[src/rtl/brc_pkg.sv]
package brc_pkg;

    localparam int PC_W     = 16;
    localparam int OFS_W    = 8;
    localparam int OP_W     = 8;
    localparam int INSN_LEN = 2;

    localparam logic [3:0]      GROUP_NIB = 4'h2;
    localparam logic [OP_W-1:0] BSR_OP    = 8'h8D;

    typedef struct packed {
        logic n;
        logic z;
        logic v;
        logic c;
    } flags_t;

    typedef enum logic [2:0] {
        TST_ALWAYS = 3'd0,
        TST_HI     = 3'd1,
        TST_CC     = 3'd2,
        TST_NE     = 3'd3,
        TST_VC     = 3'd4,
        TST_PL     = 3'd5,
        TST_GE     = 3'd6,
        TST_GT     = 3'd7
    } test_sel_e;

    typedef struct packed {
        logic taken;
        logic push;
    } decision_t;

    function automatic logic base_test(test_sel_e sel, flags_t f);
        logic sgn_lt;
        sgn_lt = f.n ^ f.v;
        case (sel)
            TST_ALWAYS: return 1'b1;
            TST_HI:     return ~(f.c | f.z);
            TST_CC:     return ~f.c;
            TST_NE:     return ~f.z;
            TST_VC:     return ~f.v;
            TST_PL:     return ~f.n;
            TST_GE:     return ~sgn_lt;
            default:    return ~(f.z | sgn_lt);
        endcase
    endfunction

endpackage

[src/rtl/brc_cond_eval.sv]
module brc_cond_eval
    import brc_pkg::*;
#(
    parameter int OPW = OP_W
) (
    input  logic [OPW-1:0] opcode_i,
    input  flags_t         flags_i,
    output decision_t      dec_o
);
    logic      in_group;
    logic      is_bsr;
    test_sel_e sel;

    always_comb begin
        in_group = (opcode_i[OPW-1:OPW-4] == GROUP_NIB);
        is_bsr   = (opcode_i == OPW'(BSR_OP));
        sel      = test_sel_e'(opcode_i[3:1]);
        dec_o.push  = is_bsr;
        dec_o.taken = is_bsr |
                      (in_group & (base_test(sel, flags_i) ^ opcode_i[0]));
    end
endmodule

[src/rtl/brc_target_calc.sv]
module brc_target_calc #(
    parameter int AW       = 16,
    parameter int OW       = 8,
    parameter int STEP     = 2,
    parameter bit PARALLEL = 1'b1
) (
    input  logic [AW-1:0] pc_i,
    input  logic [OW-1:0] offset_i,
    input  logic          taken_i,
    output logic [AW-1:0] next_pc_o
);
    localparam int EXT_W = AW - OW;

    logic [AW-1:0] fall_pc;
    logic [AW-1:0] disp;

    always_comb begin
        fall_pc = pc_i + AW'(STEP);
        disp    = {{EXT_W{offset_i[OW-1]}}, offset_i};
    end

    generate
        if (PARALLEL) begin : g_two_sums
            logic [AW-1:0] jump_pc;
            always_comb begin
                jump_pc   = fall_pc + disp;
                next_pc_o = taken_i ? jump_pc : fall_pc;
            end
        end else begin : g_one_sum
            always_comb begin
                next_pc_o = fall_pc + (taken_i ? disp : '0);
            end
        end
    endgenerate
endmodule

[src/rtl/brc_unit.sv]
module brc_unit
    import brc_pkg::*;
#(
    parameter int  ADDR_W   = PC_W,
    parameter int  DISP_W   = OFS_W,
    parameter int  STEP     = INSN_LEN,
    parameter bit  PARALLEL = 1'b1
) (
    input  logic              clk,
    input  logic              rst,
    input  logic              req_valid_i,
    input  logic [OP_W-1:0]   opcode_i,
    input  logic [DISP_W-1:0] offset_i,
    input  logic [ADDR_W-1:0] pc_i,
    input  logic [3:0]        flags_i,
    output logic              res_valid_o,
    output logic              taken_o,
    output logic [ADDR_W-1:0] next_pc_o,
    output logic              push_req_o
);
    localparam int EXT_W = ADDR_W - DISP_W;

    decision_t         dec_c;
    logic [ADDR_W-1:0] next_c;

    brc_cond_eval #(.OPW(OP_W)) u_cond (
        .opcode_i (opcode_i),
        .flags_i  (flags_t'(flags_i)),
        .dec_o    (dec_c)
    );

    brc_target_calc #(
        .AW       (ADDR_W),
        .OW       (DISP_W),
        .STEP     (STEP),
        .PARALLEL (PARALLEL)
    ) u_tgt (
        .pc_i      (pc_i),
        .offset_i  (offset_i),
        .taken_i   (dec_c.taken),
        .next_pc_o (next_c)
    );

    always_ff @(posedge clk) begin
        if (rst) begin
            res_valid_o <= 1'b0;
            taken_o     <= 1'b0;
            push_req_o  <= 1'b0;
            next_pc_o   <= '0;
        end else begin
            res_valid_o <= req_valid_i;
            taken_o     <= req_valid_i & dec_c.taken;
            push_req_o  <= req_valid_i & dec_c.push;
            if (req_valid_i) next_pc_o <= next_c;
        end
    end

    // result qualifier trails the request by one clock
    a_r2_valid_lat: assert property (@(posedge clk) disable iff (rst)
        req_valid_i |=> res_valid_o);

    // unconditional opcode always yields a taken result
    a_r3_always: assert property (@(posedge clk) disable iff (rst)
        (req_valid_i && opcode_i == 8'h20) |=> taken_o);

    // fall-through address is the request address plus the step
    a_r8_fallthru: assert property (@(posedge clk) disable iff (rst)
        (res_valid_o && !taken_o) |-> next_pc_o == ADDR_W'($past(pc_i) + ADDR_W'(STEP)));

    // taken address adds the sign-extended displacement
    a_r7_target: assert property (@(posedge clk) disable iff (rst)
        (res_valid_o && taken_o) |-> next_pc_o == ADDR_W'($past(pc_i) + ADDR_W'(STEP)
            + {{EXT_W{$past(offset_i[DISP_W-1])}}, $past(offset_i)}));

    // push strobe only ever comes with a taken result
    a_r9_push_taken: assert property (@(posedge clk) disable iff (rst)
        push_req_o |-> taken_o);

    // opcodes outside the branch set never resolve as taken
    a_r10_other: assert property (@(posedge clk) disable iff (rst)
        (req_valid_i && opcode_i[7:4] != 4'h2 && opcode_i != 8'h8D) |=> !taken_o);

    // idle result cycles keep both strobes low
    a_r11_idle_quiet: assert property (@(posedge clk) disable iff (rst)
        !res_valid_o |-> (!taken_o && !push_req_o));
endmodule

[config.mk]
export PLATFORM = sky130hd
export DESIGN_NAME = brc_unit
export DESIGN_NICKNAME = d
export VERILOG_FILES = /design/src/rtl/brc_pkg.sv /design/src/rtl/brc_cond_eval.sv /design/src/rtl/brc_target_calc.sv /design/src/rtl/brc_unit.sv
export SDC_FILE = /design/constraint.sdc
export NUM_CORES = 1
export LEC_CHECK = 0
export BUFFER_PORTS_ARGS = -buffer_cell sky130_fd_sc_hd__buf_2
export CORE_ASPECT_RATIO = 1.25
export CORE_UTILIZATION = 55
export CTS_CLUSTER_DIAMETER = 60
export CTS_CLUSTER_SIZE = 40
export DETAILED_ROUTE_END_ITERATION = 8
export PLACE_DENSITY = 0.85
export SYNTH_ARGS = -nofsm -noshare
export SYNTH_HDL_FRONTEND = slang
export SYNTH_SLANG_ARGS = --single-unit
[constraint.sdc]
create_clock -name clk -period 7.8 [get_ports clk]
set_input_delay 0.78 -clock clk [delete_from_list [all_inputs] [get_ports clk]]
set_output_delay 0.78 -clock clk [all_outputs]
set_load 0.01 [all_outputs]
==> results of run 1 <==
layer usage:
layer,global-route usage,part of all wire,vias to the layer above
met5,0,0,-
met4,0.1020,0.0095,0
met3,0.02968,0.034,4
met2,0.4297,0.51,51
met1,0.2881,0.44,813
li1,-,-,934
placed cells by master (no fill, tap or decap), drive strengths merged, types with 7 or more instances in the layout:
master,n
ha,20
nor2,21
xnor2,17
mux2i,13
xor2,11
a211oi,14
dfxtp,19
a21oi,15
nand2,18
buf,57
o21ai,9
inv,7
registers in the layout, summed over array words and instances (netlist names):
signal,count
push_req_o,1
next_pc_o,16
taken_o,1
res_valid_o,1
area by class of cell:
cell class	count	area (um^2)
multi-input combinational	192	1389
fill	316	1022
sequential	19	380.4
timing repair buffer	57	285.3
tap	37	46.29
clock buffer	4	45.04
inverter	7	26.28
metrics by stage:
stage	cell area [um^2]	power (uW)
finish	2172	288.2
global route	2172	308.8
CTS	2172	288.5
detailed placement	2127	223.8
global placement	2127	220.7
floorplan	1833	189.0
power by group through the flow:
stage	Clock, uW	Sequential (uW)	Combinational, uW
final	65.8	106	116
after global routing	71.1	107	130
after CTS	66.4	107	116
after detailed placement	0	109	115
after global placement	0	108	112
after floorplan	0	112	77.2
worst max-delay path: cells and delay by family:
| family | cells | cell delay [ps] |
|---|---|---|
| buf+inv | 1 | 110 |
| fa+ha+maj | 1 | 380 |
| xor+xnor | 2 | 350 |
| compound gates | 3 | 550 |
| simple gates | 7 | 1220 |
kinds of logic (layout without fill, tap and decap cells):
kind of cell	count (synthesis)	in the layout	synth area share
xor gates and xnor gates	28	28	0.1338
AOI/OAI and AO/OA	60	60	0.2205
DFF	19	19	0.2075
and+or+nand+nor	70	70	0.1850
muxes	13	13	0.07099
adders and majority gates	21	21	0.1474
buffers and inverters	13	68	0.03481
worst max-delay path by stage:
stage / to / startpoint / slack [ps]
after global placement: next_pc_o[15] / pc_i[3] / 4440
after detailed placement: next_pc_o[15] / pc_i[3] / 4330
after floorplan: next_pc_o[15] / pc_i[3] / 4720
after CTS: next_pc_o[15] / pc_i[3] / 4590
after global routing: next_pc_o[15] / pc_i[3] / 4290
final: next_pc_o[15] / pc_i[3] / 4570
==> Implementation_results.wiki, run 1 <==
{| class="wikitable"
! Metric !! Value
|-
| Via-to-Cell Ratio || 5.703
|-
| Maximum clock insertion buffer count || 2
|-
| Synthesized net count || approximately 280
|-
| Part of the total power dissipated in sequential elements || 0.370
|-
| Worst Max-Slew Pin Slew || 1054 ps
|-
| Count of flip-flops with a built-in enable after synthesis || 0
|-
| Area fraction of the dominant cell type after synthesis || 0.2075
|-
| Number of antenna violations at the first check in global routing || 0
|-
| Core box area || 0.003194 mm^2
|-
| Share of cells above drive strength 1 || 0.2258
|-
| DR WL/cell || 12.63 um
|-
| Post-synthesis sequential area ratio || 0.2075
|-
| Logic gate share of total power || 0.402
|-
| Final global-route overflow total || 0
|-
| Post-synthesis sequential element count || 19
|-
| Relative contribution of the clock network to total power || 0.228
|-
| Pre-antenna DRT Iters || 4
|-
| Number of library cell types mapped by synthesis || 40
|-
| Die Footprint || 0.003569 mm^2
|-
| Area Overhead vs Synth || 18.50%
|-
| Max Fclk || 309.7 MHz
|-
| Worst-case hold slack || around 450 ps
|-
| Post-DRT Antenna Nets || 0
|-
| Worst Reg2Reg Path Length in Cells || 2
|-
| Type of destination of the critical path || flop
|-
| Startpoint of the lowest-slack hold path || next_pc_o[14]
|-
| Leak Pwr || roughly 0.0010 uW
|-
| # placed instances || 312
|-
| CTS hold repair buffers || 0
|-
| Slew headroom || 0.2976
|-
| Top-Level Pins || 58
|-
| Number of setup buffers added after CTS || 0
|-
| Number of H-tree levels || 1
|-
| Via count || 1802
|-
| Power per unit of standard cell area || 132.7 mW/mm^2
|-
| Clock-pin transition on the worst setup and hold timing paths || 70 ps
|-
| End of the worst hold path || next_pc_o[14]
|-
| FFs w/ async S/R, synth || 0
|-
| Pins over their slew limit || 0
|-
| 1st-iter DRT viols || 29
|-
| YS warnings || 0
|-
| Final hold vios || 0
|-
| Initial Util || 0.5738
|-
| Final weighted congestion of routability-driven global placement || approximately 0.85
|-
| Clock Tree Root || sky130_fd_sc_hd__clkbuf_8
|-
| Crit path max-delay cell type || sky130_fd_sc_hd__ha_1
|-
| Switching part of the total power || 0.3384
|-
| List of cells traversed by the critical path || buf_2 -> and3_1 -> and2_1 -> and3_1 -> nand4_1 -> xnor2_1 -> ha_1 -> nand2_1 -> o21a_1 -> or3_1 -> nand3_1 -> xor2_1 -> a21oi_1 -> o31ai_1
|-
| Tot GR Track Use || 0.2443
|-
| Result of the run || finished clean
|-
| Largest fanout on the critical path || 5
|-
| Most numerous cell in the Yosys netlist || sky130_fd_sc_hd__nor2_1
|-
| DRC Markers || 0
|-
| Pin count of the biggest net entering global routing || 29
|-
| Detailed-route wire length || 3990 um
|-
| Utilization after layout || 0.6800
|-
| Crit path arrival time || roughly 3400 ps
|-
| Count of max-cap constraint violations || 0
|-
| Num rows || 23
|-
| Final setup vio count || 0
|-
| Clock tree from TritonCTS || yes
|-
| End of the worst register-to-register path || next_pc_o[13]
|-
| Final-stage net count || 340
|-
| Worst-case setup margin in the final layout || 4571 ps
|-
| Fin crit share || 0.4140
|-
| Critical path's most frequent cell || sky130_fd_sc_hd__and3_1
|-
| Data required time at the worst endpoint || around 8000 ps
|-
| Later-pin clock latency in the skew report || 250 ps
|-
| Die Ht || 66.55 um
|-
| Post-Synthesis Cell Area || 0.001833 mm^2
|-
| Hold Path Cell Cnt || 2
|-
| Largest stage delay on the critical path || 380 ps
|-
| Cell type with the highest aggregate area in the netlist || sky130_fd_sc_hd__dfxtp_1
|-
| Post-layout minimum cycle time || 3229 ps
|-
| Category of the most critical setup path || primary input to flop
|-
| Count of instances resized after the clock tree is built || 0
|-
| Wire length of the first global-routing pass || 6492 um
|-
| Hold/Removal Path Class || flop to flop
|-
| Post-Synthesis Cells || ~220
|-
| Antenna diode count || 0
|-
| Startpoint kind of the worst setup timing path || primary input
|-
| Total CTS buffers || 3
|-
| Setup repair after global routing missed its margin || no
|-
| Pre-CTS setup slack || 4335 ps
|-
| Crit Reg-Reg Startpoint || next_pc_o[13]
|-
| Largest clock skew in the final design || 0 ps
|-
| Max IR drop VDD || 115.2 uV
|-
| Predominant post-synthesis flop cell || sky130_fd_sc_hd__dfxtp_1
|-
| Most area-consuming cells after synthesis || sky130_fd_sc_hd__dfxtp_1 21%, sky130_fd_sc_hd__ha_1 14%, sky130_fd_sc_hd__xnor2_1 8.1%
|-
| Count of buffers inserted at the top-level ports || 57
|-
| Fin cells || 316
|-
| Number of sinks driven by the clock tree || 19
|-
| Worst reg-to-reg setup slack || 7080 ps
|-
| Half-perimeter wire length after detailed placement || about 3300 um
|-
| Number of global-route vias before repair || 1545
|-
| Cell internal pwr || 190.7 uW
|-
| Mean cell area of the mapped netlist || 8.183 um^2
|-
| P_sw || 97.51 uW
|-
| Cell types with the highest counts after synthesis || 21 x sky130_fd_sc_hd__nor2_1, 20 x sky130_fd_sc_hd__ha_1, 19 x sky130_fd_sc_hd__dfxtp_1
|-
| Total negative slack for setup checks || 0 ps
|-
| Die width || 53.64 um
|}
No activity file was read; power rests on OpenSTA's default activity.
==> run 2: changes to the inputs <==
--- a/config.mk
+++ b/config.mk
@@ -5,13 +5,14 @@
 export SDC_FILE = /design/constraint.sdc
 export NUM_CORES = 1
 export LEC_CHECK = 0
+export ABC_AREA = 1
 export BUFFER_PORTS_ARGS = -buffer_cell sky130_fd_sc_hd__buf_2
 export CORE_ASPECT_RATIO = 1.25
-export CORE_UTILIZATION = 55
+export CORE_UTILIZATION = 49
 export CTS_CLUSTER_DIAMETER = 60
 export CTS_CLUSTER_SIZE = 40
 export DETAILED_ROUTE_END_ITERATION = 8
-export PLACE_DENSITY = 0.85
+export PLACE_DENSITY = 0.77
 export SYNTH_ARGS = -nofsm -noshare
 export SYNTH_HDL_FRONTEND = slang
 export SYNTH_SLANG_ARGS = --single-unit
==> constraint.sdc (replaced) <==
create_clock -name clk -period 2.95 [get_ports clk]
set_input_delay 0.295 -clock clk [delete_from_list [all_inputs] [get_ports clk]]
set_output_delay 0.295 -clock clk [all_outputs]
set_load 0.01 [all_outputs]
==> Implementation_results.wiki, run 2 <==
{| class="wikitable"
! Metric !! Value
|-
| Clock Tree Root || sky130_fd_sc_hd__clkbuf_8
|-
| Pin count of the biggest net entering global routing || 21
|-
| DRC Markers || 0
|-
| Mean cell area of the mapped netlist || 6.139 um^2
|-
| Post-synthesis sequential element count || 19
|-
| Met2 global-route usage || 0.5075
|-
| Post-Synthesis Cell Area || 0.002296 mm^2
|-
| Antenna diode count || 0
|-
| Post-synthesis sequential area ratio || 0.1657
|-
| Area Overhead vs Synth || 15.10%
|-
| Initial Util || 0.5149
|-
| Predominant post-synthesis flop cell || sky130_fd_sc_hd__dfxtp_1
|-
| Tot GR Track Use || 0.2587
|-
| Count of buffers inserted at the top-level ports || 57
|-
| Hold Path Cell Cnt || 2
|-
| Pre-antenna DRT Iters || 4
|-
| Most common cell after layout, fill and taps aside || sky130_fd_sc_hd__nand2_1
|-
| Post-DRT Antenna Nets || 0
|-
| Largest fanout on the critical path || 5
|-
| Half-perimeter wire length after detailed placement || 4998 um
|-
| Max Fclk || 409.5 MHz
|-
| Highest-count cells in the layout ignoring fill and taps || 91 x sky130_fd_sc_hd__nand2_1, 58 x sky130_fd_sc_hd__inv_1, 57 x sky130_fd_sc_hd__buf_2, 48 x sky130_fd_sc_hd__nand3_1, 30 x sky130_fd_sc_hd__nor2_1
|-
| Die width || 63.23 um
|-
| Top cell family by delay on the critical path || simple AND/OR/NAND/NOR gates
|-
| Final hold vios || 0
|-
| Crit path arrival time || 2600 ps
|-
| Number of sinks driven by the clock tree || 19
|-
| Top-Level Pins || 58
|-
| Number of library cell types mapped by synthesis || 35
|-
| Worst Max-Slew Pin Slew || 522.5 ps
|-
| Hold/Removal Path Class || primary input to flop
|-
| Data required time at the worst endpoint || between 3000 and 4000 ps
|-
| Register name with the most flops || next_pc_o
|-
| Pins over their slew limit || 0
|-
| Total CTS buffers || 3
|-
| Fin crit share || 0.8278
|-
| Worst Reg2Reg Path Length in Cells || 4
|-
| Final Cell Area || 0.002643 mm^2
|-
| Final-stage net count || between 400 and 500
|-
| Category of the most critical setup path || primary input to flop
|-
| Final weighted congestion of routability-driven global placement || 0.9085
|-
| Wire length of the first global-routing pass || 10360 um
|-
| Number of setup buffers added after CTS || 0
|-
| Core box area || 0.004459 mm^2
|-
| Register cell area after layout || 380.4 um^2
|-
| Leak Pwr || between 0.0015 and 0.002 uW
|-
| Post-layout minimum cycle time || 2442 ps
|-
| Power per unit of standard cell area || 314.4 mW/mm^2
|-
| Share of cells above drive strength 1 || 0.2126
|-
| Count of instances resized after the clock tree is built || 0
|-
| Power after layout || 830.9 uW
|-
| Number of H-tree levels || 1
|-
| Cell types with the highest counts after synthesis || 91 x sky130_fd_sc_hd__nand2_1, 58 x sky130_fd_sc_hd__inv_1, 48 x sky130_fd_sc_hd__nand3_1
|-
| Via-to-Cell Ratio || slightly above 5
|-
| Area post-placement || 0.002596 mm^2
|-
| Synthesized net count || 434
|-
| Die Footprint || roughly 0.005 mm^2
|-
| Clock-pin transition on the worst setup and hold timing paths || 70 ps
|-
| FFs w/ async S/R, synth || 0
|-
| Stages on the worst setup path || 20
|-
| Buffering stage count on the worst path with inverters included || 4
|-
| Setup repair after global routing missed its margin || no
|-
| 1st-iter DRT viols || 93
|-
| Number of global-route vias before repair || between 2000 and 3000
|-
| Final global-route overflow total || 0
|-
| Fillers || 484
|-
| Routing usage on met1 || 0.2771
|-
| Post-Synthesis Cells || roughly 370
|-
| Type of destination of the critical path || flop
|-
| Area fraction of the dominant cell type after synthesis || 0.1657
|-
| Result of the run || finished clean
|-
| Pre-CTS setup slack || 213.2 ps
|-
| Worst-case hold slack || 413.5 ps
|-
| Most area-consuming cells after synthesis || sky130_fd_sc_hd__dfxtp_1 17%, sky130_fd_sc_hd__nand2_1 15%, sky130_fd_sc_hd__ha_1 11%
|-
| Largest stage delay on the critical path || 320 ps
|-
| Num rows || 27
|-
| List of cells traversed by the critical path || buf_2 -> nand3_1 -> nor3_2 -> nand2_1 -> nor2_1 -> xor2_1 -> inv_1 -> ha_1 -> a21oi_1 -> nor2_1 -> nor2_1 -> nor2_1 -> nor2_1 -> nand2_1 -> inv_1 -> nand3_1 -> nand3_1 -> nand3_1 -> nand2_1 -> inv_1
|-
| YS warnings || 0
|-
| Max IR drop VDD || 153.0 uV
|-
| Count of max-cap constraint violations || 0
|-
| Final setup vio count || 0
|-
| Number of flip-flops under the largest register name || 16
|-
| Detailed-route wire length || 5907 um
|-
| GRT met3 Usage || 0.02762
|-
| Multi-input gate area || 0.001625 mm^2
|-
| Maximum clock insertion buffer count || 2
|-
| Clock tree from TritonCTS || yes
|-
| Critical path's most frequent cell || sky130_fd_sc_hd__nor2_1
|-
| Later-pin clock latency in the skew report || 250 ps
|-
| Via count || 2513
|-
| Count of flip-flops with a built-in enable after synthesis || 0
|-
| Most numerous cell in the Yosys netlist || sky130_fd_sc_hd__nand2_1
|-
| Worst-case setup margin in the final layout || 508.1 ps
|-
| Total negative slack for setup checks || 0 ps
|-
| Startpoint kind of the worst setup timing path || primary input
|-
| Crit path max-delay cell type || sky130_fd_sc_hd__ha_1
|-
| Largest clock skew in the final design || 0 ps
|-
| Slew headroom || 0.6467
|-
| Number of antenna violations at the first check in global routing || 0
|-
| Most Crowded Layer GR || met2
|-
| Die Ht || slightly below 80 um
|-
| Cell type with the highest aggregate area in the netlist || sky130_fd_sc_hd__dfxtp_1
|-
| DR WL/cell || 12.15 um
|-
| CTS hold repair buffers || 0
|}
## run 2: cell type report
cell class | count | area share
inverters | 60 | 0.08523
flip-flops and latches | 19 | 0.1439
multi-input cells | 287 | 0.6151
well taps | 58 | 0.02746
repair buffers | 58 | 0.1108
clock buffers | 3 | 0.01563
clock inverters | 1 | 0.001894
## run 2: cells by family after synthesis
kind of cell | synth area share
AO/OA/AOI/OAI | 0.09809
XOR/XNOR | 0.06866
adder cells (fa/ha/maj) | 0.1177
buffers and inverters | 0.1264
flip-flops | 0.1657
AND/OR/NAND/NOR | 0.4234
## run 2: metrics by stage
step,cells,utilization
floorplan,374,-
global placement,482,0.5822
detailed placement,482,0.5822
CTS,486,0.5926
global route,486,0.5926
finish,486,0.5926
## run 2: power by group
group	switching (uW)	internal (uW)
clock network	84.7	93.8
registers	6.96	272
logic	230	143
## run 2: worst reg2reg max path, stage by stage, from the launching register on
cell and delay, ps:
sky130_fd_sc_hd__dfxtp_1 370, sky130_fd_sc_hd__nor2_1 50, sky130_fd_sc_hd__nor2_1 120, sky130_fd_sc_hd__nand2_1 70, sky130_fd_sc_hd__inv_1 40
## run 2: worst paths after layout
check | startpoint | to | slack, ps
worst max-delay path | pc_i[1] | next_pc_o[15] | 510
worst min register to register | next_pc_o[2] | next_pc_o[2] | 460
worst min-delay path | rst | res_valid_o | 410
worst max register to register | next_pc_o[15] | next_pc_o[15] | 2250
## run 2: layer usage
layer / vias up / part of all wire / wire, um
li1: 1303 / - / -
met1: 1135 / 0.39 / 2319
met2: 65 / 0.54 / 3218
met3: 10 / 0.042 / 246
met4: 0 / 0.021 / 123
met5: - / 0 / 0
